$ cat src/rtl/fisc_pkg.sv
package fisc_pkg;
  localparam int unsigned STAT_W = 7;

  localparam int unsigned BIT_RX_OVF   = 0;
  localparam int unsigned BIT_TX_LOW   = 2;
  localparam int unsigned BIT_TX_FULL  = 3;
  localparam int unsigned BIT_RX_AVAIL = 4;
  localparam int unsigned BIT_RX_FULL  = 5;
  localparam int unsigned BIT_TX_UNF   = 6;

  // implemented bits of the shared status/mask layout
  localparam logic [STAT_W-1:0] IMPL_MASK = 7'b111_1101;

  localparam logic [7:0] OFS_STATUS = 8'h04;
  localparam logic [7:0] OFS_ENA    = 8'h08;
  localparam logic [7:0] OFS_DIS    = 8'h0C;
  localparam logic [7:0] OFS_MASK   = 8'h10;
  localparam logic [7:0] OFS_TXWM   = 8'h28;
  localparam logic [7:0] OFS_RXWM   = 8'h2C;

  typedef enum logic [1:0] {
    KIND_NONE,
    KIND_EVENT,
    KIND_LEVEL
  } bit_kind_e;

  function automatic bit_kind_e kind_of(int unsigned b);
    case (b)
      BIT_RX_OVF, BIT_TX_UNF:                          return KIND_EVENT;
      BIT_TX_LOW, BIT_TX_FULL, BIT_RX_AVAIL, BIT_RX_FULL: return KIND_LEVEL;
      default:                                         return KIND_NONE;
    endcase
  endfunction

  typedef struct packed {
    logic stat_clr;
    logic msk_set;
    logic msk_clr;
    logic txwm_wr;
    logic rxwm_wr;
  } wr_dec_t;
endpackage

$ cat src/rtl/fisc_cond.sv
module fisc_cond
  import fisc_pkg::*;
#(
  parameter int unsigned DEPTH = 63,
  parameter int unsigned LVL_W = $clog2(DEPTH + 1)
) (
  input  logic [LVL_W-1:0]  tx_level,
  input  logic [LVL_W-1:0]  rx_level,
  input  logic [LVL_W-1:0]  tx_wm,
  input  logic [LVL_W-1:0]  rx_wm,
  input  logic              rx_push,
  input  logic              tx_pop,
  output logic [STAT_W-1:0] raise
);
  localparam logic [LVL_W-1:0] FULL_LVL = LVL_W'(DEPTH);

  logic rx_is_full, tx_is_full, tx_is_empty;

  assign rx_is_full  = (rx_level == FULL_LVL);
  assign tx_is_full  = (tx_level == FULL_LVL);
  assign tx_is_empty = (tx_level == '0);

  always_comb begin
    raise               = '0;
    raise[BIT_RX_OVF]   = rx_push && rx_is_full;
    raise[BIT_TX_LOW]   = (tx_level < tx_wm);
    raise[BIT_TX_FULL]  = tx_is_full;
    raise[BIT_RX_AVAIL] = (rx_level != '0) && (rx_level >= rx_wm);
    raise[BIT_RX_FULL]  = rx_is_full;
    raise[BIT_TX_UNF]   = tx_pop && tx_is_empty;
  end
endmodule

$ cat src/rtl/fisc_sticky.sv
module fisc_sticky
  import fisc_pkg::*;
(
  input  logic              clk,
  input  logic              rst_n,
  input  logic [STAT_W-1:0] raise,
  input  logic [STAT_W-1:0] clr,
  output logic [STAT_W-1:0] status
);
  for (genvar g = 0; g < STAT_W; g++) begin : g_bit
    if (kind_of(g) == KIND_NONE) begin : g_rsvd
      assign status[g] = 1'b0;
    end else begin : g_live
      logic bit_q;
      logic bit_d;
      // an event pulse or a holding level both dominate a clear
      always_comb begin
        if (kind_of(g) == KIND_EVENT)
          bit_d = raise[g] | (bit_q & ~clr[g]);
        else
          bit_d = raise[g] | (bit_q & ~(clr[g] & ~raise[g]));
      end
      always_ff @(posedge clk or negedge rst_n) begin
        if (!rst_n) bit_q <= 1'b0;
        else        bit_q <= bit_d;
      end
      assign status[g] = bit_q;
    end
  end
endmodule

$ cat src/rtl/fisc_regs.sv
module fisc_regs
  import fisc_pkg::*;
#(
  parameter int unsigned ADDR_W    = 8,
  parameter int unsigned DATA_W    = 32,
  parameter int unsigned LVL_W     = 6,
  parameter int unsigned TX_WM_RST = 1,
  parameter int unsigned RX_WM_RST = 1
) (
  input  logic              clk,
  input  logic              rst_n,
  input  logic              bus_sel,
  input  logic              bus_wr,
  input  logic [ADDR_W-1:0] bus_addr,
  input  logic [DATA_W-1:0] bus_wdata,
  input  logic [STAT_W-1:0] status,
  output logic [STAT_W-1:0] stat_clr,
  output logic [STAT_W-1:0] mask_q,
  output logic [LVL_W-1:0]  tx_wm,
  output logic [LVL_W-1:0]  rx_wm,
  output logic [DATA_W-1:0] bus_rdata,
  output logic              bus_rvalid
);
  localparam int unsigned PAD_S = DATA_W - STAT_W;
  localparam int unsigned PAD_L = DATA_W - LVL_W;

  logic          wr_hit, rd_hit;
  wr_dec_t       dec;
  logic [STAT_W-1:0] wbits;

  assign wr_hit = bus_sel && bus_wr;
  assign rd_hit = bus_sel && !bus_wr;
  assign wbits  = bus_wdata[STAT_W-1:0] & IMPL_MASK;

  always_comb begin
    dec          = '0;
    dec.stat_clr = wr_hit && (bus_addr == ADDR_W'(OFS_STATUS));
    dec.msk_set  = wr_hit && (bus_addr == ADDR_W'(OFS_ENA));
    dec.msk_clr  = wr_hit && (bus_addr == ADDR_W'(OFS_DIS));
    dec.txwm_wr  = wr_hit && (bus_addr == ADDR_W'(OFS_TXWM));
    dec.rxwm_wr  = wr_hit && (bus_addr == ADDR_W'(OFS_RXWM));
  end

  assign stat_clr = dec.stat_clr ? wbits : '0;

  always_ff @(posedge clk or negedge rst_n) begin
    if (!rst_n) begin
      mask_q <= '0;
    end else if (dec.msk_set) begin
      mask_q <= mask_q | wbits;
    end else if (dec.msk_clr) begin
      mask_q <= mask_q & ~wbits;
    end
  end

  always_ff @(posedge clk or negedge rst_n) begin
    if (!rst_n) begin
      tx_wm <= LVL_W'(TX_WM_RST);
      rx_wm <= LVL_W'(RX_WM_RST);
    end else begin
      if (dec.txwm_wr) tx_wm <= bus_wdata[LVL_W-1:0];
      if (dec.rxwm_wr) rx_wm <= bus_wdata[LVL_W-1:0];
    end
  end

  logic [DATA_W-1:0] rd_mux;
  always_comb begin
    rd_mux = '0;
    if (bus_addr == ADDR_W'(OFS_STATUS))    rd_mux = {{PAD_S{1'b0}}, status};
    else if (bus_addr == ADDR_W'(OFS_MASK)) rd_mux = {{PAD_S{1'b0}}, mask_q};
    else if (bus_addr == ADDR_W'(OFS_TXWM)) rd_mux = {{PAD_L{1'b0}}, tx_wm};
    else if (bus_addr == ADDR_W'(OFS_RXWM)) rd_mux = {{PAD_L{1'b0}}, rx_wm};
  end

  always_ff @(posedge clk or negedge rst_n) begin
    if (!rst_n) begin
      bus_rvalid <= 1'b0;
      bus_rdata  <= '0;
    end else begin
      bus_rvalid <= rd_hit;
      if (rd_hit) bus_rdata <= rd_mux;
    end
  end
endmodule

$ cat src/rtl/fisc_irq_ctrl.sv
module fisc_irq_ctrl
  import fisc_pkg::*;
#(
  parameter int unsigned ADDR_W    = 8,
  parameter int unsigned DATA_W    = 32,
  parameter int unsigned DEPTH     = 63,
  parameter int unsigned TX_WM_RST = 1,
  parameter int unsigned RX_WM_RST = 1,
  localparam int unsigned LVL_W    = $clog2(DEPTH + 1)
) (
  input  logic              clk,
  input  logic              rst_n,
  input  logic              bus_sel,
  input  logic              bus_wr,
  input  logic [ADDR_W-1:0] bus_addr,
  input  logic [DATA_W-1:0] bus_wdata,
  output logic [DATA_W-1:0] bus_rdata,
  output logic              bus_rvalid,
  input  logic [LVL_W-1:0]  tx_level,
  input  logic [LVL_W-1:0]  rx_level,
  input  logic              rx_push,
  input  logic              tx_pop,
  output logic              irq
);
  logic [STAT_W-1:0] raise, stat_clr, status, mask_q;
  logic [LVL_W-1:0]  tx_wm, rx_wm;

  fisc_cond #(.DEPTH(DEPTH), .LVL_W(LVL_W)) u_cond (
    .tx_level(tx_level), .rx_level(rx_level),
    .tx_wm(tx_wm), .rx_wm(rx_wm),
    .rx_push(rx_push), .tx_pop(tx_pop),
    .raise(raise)
  );

  fisc_sticky u_sticky (
    .clk(clk), .rst_n(rst_n),
    .raise(raise), .clr(stat_clr),
    .status(status)
  );

  fisc_regs #(
    .ADDR_W(ADDR_W), .DATA_W(DATA_W), .LVL_W(LVL_W),
    .TX_WM_RST(TX_WM_RST), .RX_WM_RST(RX_WM_RST)
  ) u_regs (
    .clk(clk), .rst_n(rst_n),
    .bus_sel(bus_sel), .bus_wr(bus_wr),
    .bus_addr(bus_addr), .bus_wdata(bus_wdata),
    .status(status), .stat_clr(stat_clr), .mask_q(mask_q),
    .tx_wm(tx_wm), .rx_wm(rx_wm),
    .bus_rdata(bus_rdata), .bus_rvalid(bus_rvalid)
  );

  assign irq = |(status & mask_q);
endmodule

$ cat config.mk
export PLATFORM = sky130hd
export DESIGN_NAME = fisc_irq_ctrl
export DESIGN_NICKNAME = d
export VERILOG_FILES = /design/src/rtl/fisc_pkg.sv /design/src/rtl/fisc_cond.sv /design/src/rtl/fisc_sticky.sv /design/src/rtl/fisc_regs.sv /design/src/rtl/fisc_irq_ctrl.sv
export SDC_FILE = /design/constraint.sdc
export NUM_CORES = 1
export LEC_CHECK = 0
export ABC_AREA = 1
export BUFFER_PORTS_ARGS = -buffer_cell sky130_fd_sc_hd__buf_4
export CORE_MARGIN = 4
export CORE_UTILIZATION = 39
export DETAILED_ROUTE_END_ITERATION = 8
export GPL_TIMING_DRIVEN = 1
export PLACE_DENSITY_LB_ADDON = 0.2
export SYNTH_ARGS = -nofsm -noshare
export SYNTH_HDL_FRONTEND = slang
export SYNTH_SLANG_ARGS = --single-unit
export TNS_END_PERCENT = 1
$ cat constraint.sdc
create_clock -name clk -period 1.8 [get_ports clk]
set_input_delay 0.18 -clock clk [delete_from_list [all_inputs] [get_ports clk]]
set_output_delay 0.18 -clock clk [all_outputs]
set_load 0.02 [all_outputs]
**Word-level counts from Yosys, hierarchy flattened**

Index checks and enable logic that the tools add are counted.

- Register bits: 58
- Word-level logic and storage cells: 73

- Magnitude comparators: 2
- Equality and inequality tests: 8
- Muxes and demuxes: 7
- Bitwise gates (word level): 30
- Reductions and logical operators: 15

Operator list:

| kind | count |
|---|---|
| 2-to-1 mux 32 bit | 3 |
| 2-to-1 mux 7 bit | 3 |
| equality test 8 x 4 -> 1 bit, second input constant | 2 |
| equality test 8 x 6 -> 1 bit, second input constant | 2 |
| bitwise AND 7 bit | 2 |
| equality test 6 bit, second input constant | 2 |
| bitwise AND 1 bit | 10 |
| logical AND 1 bit | 10 |
| NOT 1 bit | 10 |
| equality test 8 x 3 -> 1 bit, second input constant | 1 |
| equality test 8 x 5 -> 1 bit, second input constant | 1 |
| NOT 7 bit | 1 |
| OR 7 bit | 1 |
| OR reduction 7 bit | 1 |
| >= comparator 6 bit | 1 |
| logical NOT 6 bit | 1 |
| less-than comparator 6 bit | 1 |
| 2-to-1 mux 6 bit | 1 |
| OR 1 bit | 6 |
| nonzero test 6 bit | 1 |
| nonzero test 2 bit | 1 |
| logical NOT 1 bit | 1 |

**Longest topological paths before layout**

- Depth in word-level cells: 7
- Depth in mapped cells: 8
- Mapped depth without buffers: 8

**Hierarchy**

From an unflattened synthesis, not the netlist that was laid out.

- Cell total of the unflattened synthesis: 326
- Area total of the unflattened synthesis: 2392.3 um^2

By module, submodules not included:

| module | times used | cells an instance | area an instance (um^2) | sequential area each (um^2) |
|---|---|---|---|---|
| fisc_regs | 1 | 203 | 1639.1 | 653.1 |
| fisc_cond | 1 | 71 | 404.1 | 0.0 |
| fisc_sticky | 1 | 38 | 296.5 | 150.1 |
| fisc_irq_ctrl | 1 | 14 | 52.6 | 0.0 |

**Worst setup path before layout**

No wires, ideal clock.

- Path kind: register to register
- Start point: register u_regs.rx_wm[5]
- End point: register u_sticky.g_bit[4].g_live.bit_q
- Library setup time: 0.119 ns
- Arrival: 1.069 ns
- Required time: 1.681 ns
- Setup slack: 0.613 ns
- Cell stages (with the launch flop): 8
- Buffers on the path: 0
- Period minus slack after synthesis: 1.187 ns
- Path through: dfrtp_1 -> inv_1 -> ha_1 -> a21oi_1 -> o21a_1 -> nand3_1 -> nand2_1 -> nand2_1

- Word-level cells in the longest chain between the ends: 7

RTL lines:

| item | RTL line | RTL |
|---|---|---|
| start, declared | fisc_regs.sv:20 | `output logic [LVL_W-1:0] rx_wm,` |
| start signal, assigned | fisc_regs.sv:59 | `rx_wm <= LVL_W'(RX_WM_RST);` |
| start signal, assigned | fisc_regs.sv:62 | `if (dec.rxwm_wr) rx_wm <= bus_wdata[LVL_W-1:0];` |
| >= comparator 6 bit (*) | fisc_cond.sv:28 | `raise[BIT_RX_AVAIL] = (rx_level != '0) && (rx_level >= rx_wm);` |
| logical AND 1 bit (*) | fisc_cond.sv:28 |  |
| NOT 1 bit | fisc_sticky.sv:21 | `bit_d = raise[g] \| (bit_q & ~(clr[g] & ~raise[g]));` |
| bitwise AND 1 bit | fisc_sticky.sv:21 |  |
| NOT 1 bit | fisc_sticky.sv:21 |  |
| bitwise AND 1 bit | fisc_sticky.sv:21 |  |
| OR 1 bit (*) | fisc_sticky.sv:21 |  |
| via u_sticky.g_bit[4].g_live.bit_d | fisc_sticky.sv:15 | `logic bit_d;` |
| end signal, assigned | fisc_sticky.sv:25 | `else bit_q <= bit_d;` |
| end, declared | fisc_sticky.sv:14 | `logic bit_q;` |

The timed path passes the listed nets; every way through them passes the cells marked *.
A chain may end at the register's enable or synchronous reset.

==> results.toml <==
[run_status]
status = "finished, final reports clean"

[yosys]
yosysMostFrequentCell = "nand2_1"
synth_cell_types = 28
ys_async_sr_fraction_pct = 100.0
yosysTopAreaCellShare_pct = 34.27
yosys_warnings = 0
synth.yosys.seq_area_share_pct = 36.66
syn_area_um2 = 2191
synth.area.top_cells = "dfrtp_1 (34%), buf_4 (8.9%), nand2_1 (7.5%)"
synthCells = 278
synth_edf_count = 0
synth_common_cells = "nand2_1 (44), inv_1 (32), dfrtp_1 (30), nand3_1 (30), buf_4 (26)"
yosysTopAreaCell = "dfrtp_1"
ys_ff_latch = 32
synth_flop_cell = "dfrtp_1"
avgSynthCellArea_um2 = 7.881

[timing]
post-route-min-period_ns = 1.437
fin_setup_tns_ns = 0
setup_viol = 0
fin_worst_skew_ns = 0.007843
fin_crit_sh_pct = 79.82
setup_ws_ns = 0.3632
rsz0062_at_grt = "false"
hold_violations = 0
drv_slew = 0
fmax_mhz = 696.0

[die]
coreArea_um2 = 5473
rows = 27
die_h_um = 82.95
io_pins = 92
die_w_um = 82.95
die_area_um2 = 6881
floorplan.initialDensity_pct = 40.03

[place]
placed_area_um2 = 2461
dp_worst_setup_slack_ns = 0.3864
dp_cells = 388
hpwl_um = 3990
place_congestion = 0.8700
numPortBuffers = 41

[cts]
cts_tree = "built"
ctsLongestPathBuffers = 2
path_clk_slew_ns = 0.07
cts_root_buf = "clkbuf_8"
clkSinkCount = 32
htree_num_levels = 2
numCtsBuffers = 5
clock_latency_ns = 0.29
cts.repair.resized = 0
post_cts_buffers = 0

[drt]
detail_route.vias_per_cell = 4.630
wirelength_um = 4949
ant_nets = 0
drt_first_pass_iters = 4
vias = 1838
drc = 0
wire_per_inst_um = 12.47
drt-initial-drc-count = 150

[setup_path]
slowest_delay_ns = 0.38
critPathKind = "flop to output port"
r2r-end = "u_sticky.g_bit[4].g_live.bit_q$_DFF_PN0_"
cp_data_arrival_time_ns = 1.26
required_ns = 1.62
worst_r2r_startpoint = "u_regs.rx_wm[3]$_DFFE_PN0P_"
path_cells = "inv_1, o21ai_0, a21oi_1, nand4_1, buf_4"
reg2reg_slack_ns = 0.47
crit_buf_inv = 2
cp-end-kind = "output port"
worstPathMaxFanout = 2
critPathSlowestCell = "dfrtp_1"
critical_path.top_delay_family = "flip-flops"
cp-start-kind = "flop"
rr_worst_depth = 7

[grt]
grt_max_degree = 33
grt_usage_pct = 14.63
antenna_found_initial = 0
grt_pass1_vias = 1662
grt_overflow_total = 0
grt_pass1_wl_um = 8073

[job]
drv_cap = 0

[final_layout]
post_route_cells_drive_above_1_share_pct = 26.15
ff_latch_area_um2 = 803.3
layout.nets = 393
fillers = 544
utilization_pct = 47.12
final_cells = 397
multi_input_area_um2 = 1114
antennaDiodeCount = 0
fin_area_um2 = 2579
syn2layout_area_growth_pct = 17.70

[power_and_ir_drop]
irDropWorstVdd_uv = 476.3
p_leak_nw = 1.313
power_density_nw_per_um2 = 708.5

[worst_hold_path]
hp-class = "primary input to flop"
whs_path_depth = 3
hold_start = "bus_wdata[0]"
whs_endpoint = "u_regs.tx_wm[0]$_DFFE_PN1P_"
-- area by class of cell --
cell class	instances	share of cell area [%]
clock buffer	6	2.814
multi-input combinational	206	43.18
sequential	32	31.15
tap	72	3.493
inverter	35	5.095
timing repair buffer	44	12.91
clock inverter	2	1.359
-- cells in the final DEF, fill, tap and decap left out, drive strengths merged --
master,synthesis,final
a21oi,6,6
buf,29,43
bufinv,0,1
clkbuf,0,6
clkinv,0,1
conb,1,25
dfrtp,30,30
dfstp,2,2
dlygate4sd3,0,1
ha,11,11
inv,35,35
nand2,54,54
nand3,30,30
nand4,3,3
nor2,33,33
nor3,1,1
nor4,2,2
o211ai,2,2
o21a,2,2
o21ai,36,36
or2,1,1
-- what timing repair did --
item	4_1_cts	5_1_grt
hold buffers	1	0
setup endpoints to repair	0	0
hold endpoints to repair	30	0
-- power by group --
part / internal [W] / switching [W]
Combinational: 0.000129 / 0.000212
Sequential: 0.000767 / 0.0000308
Clock: 0.000411 / 0.000278
-- worst max-delay path by stage --
stage,startpoint,to,cells past startpoint
floorplan,u_regs.rx_wm[5]$_DFFE_PN0P_,u_sticky.g_bit[4].g_live.bit_q$_DFF_PN0_,7
global placement,bus_addr[4],u_regs.bus_rdata[1]$_DFFE_PN0P_,8
detailed placement,bus_addr[4],u_regs.bus_rdata[1]$_DFFE_PN0P_,8
CTS,flop,irq,5
global route,flop,irq,5
finish,flop,irq,5
-- cells by family after synthesis --
| group | Yosys count | synth area share [%] |
|---|---|---|
| AO/OA/AOI/OAI | 46 | 12.68 |
| adder cells (fa/ha/maj) | 11 | 6.282 |
| buffers and inverters | 64 | 16.62 |
| flip-flops | 32 | 36.66 |
| other | 1 | 0.1712 |
| AND/OR/NAND/NOR | 124 | 27.58 |
-- layer usage --
metal | GRT usage, % | part of all wire (%)
met5 | 0 | 0
met4 | 3.566 | 1.0
met3 | 4.960 | 7.0
met2 | 22.59 | 47
met1 | 19.70 | 45
-- stage by stage --
stage / hold WS, ns / power (W)
after global routing: 0.08203 / 0.001931
after CTS: 0.08812 / 0.001846
after floorplan: -0.1156 / 0.001045
final: 0.09344 / 0.001827
after detailed placement: 0.1480 / 0.001153
after global placement: 0.1500 / 0.001146
-- worst reg2reg max path, stage by stage, from the launching register on --
cell	delay, ns
dfrtp_1	0.39
inv_1	0.06
ha_1	0.29
a21oi_1	0.16
o21a_1	0.12
nand3_1	0.06
nand2_1	0.08
nand2_1	0.05
(Power assumes the default switching activity.)
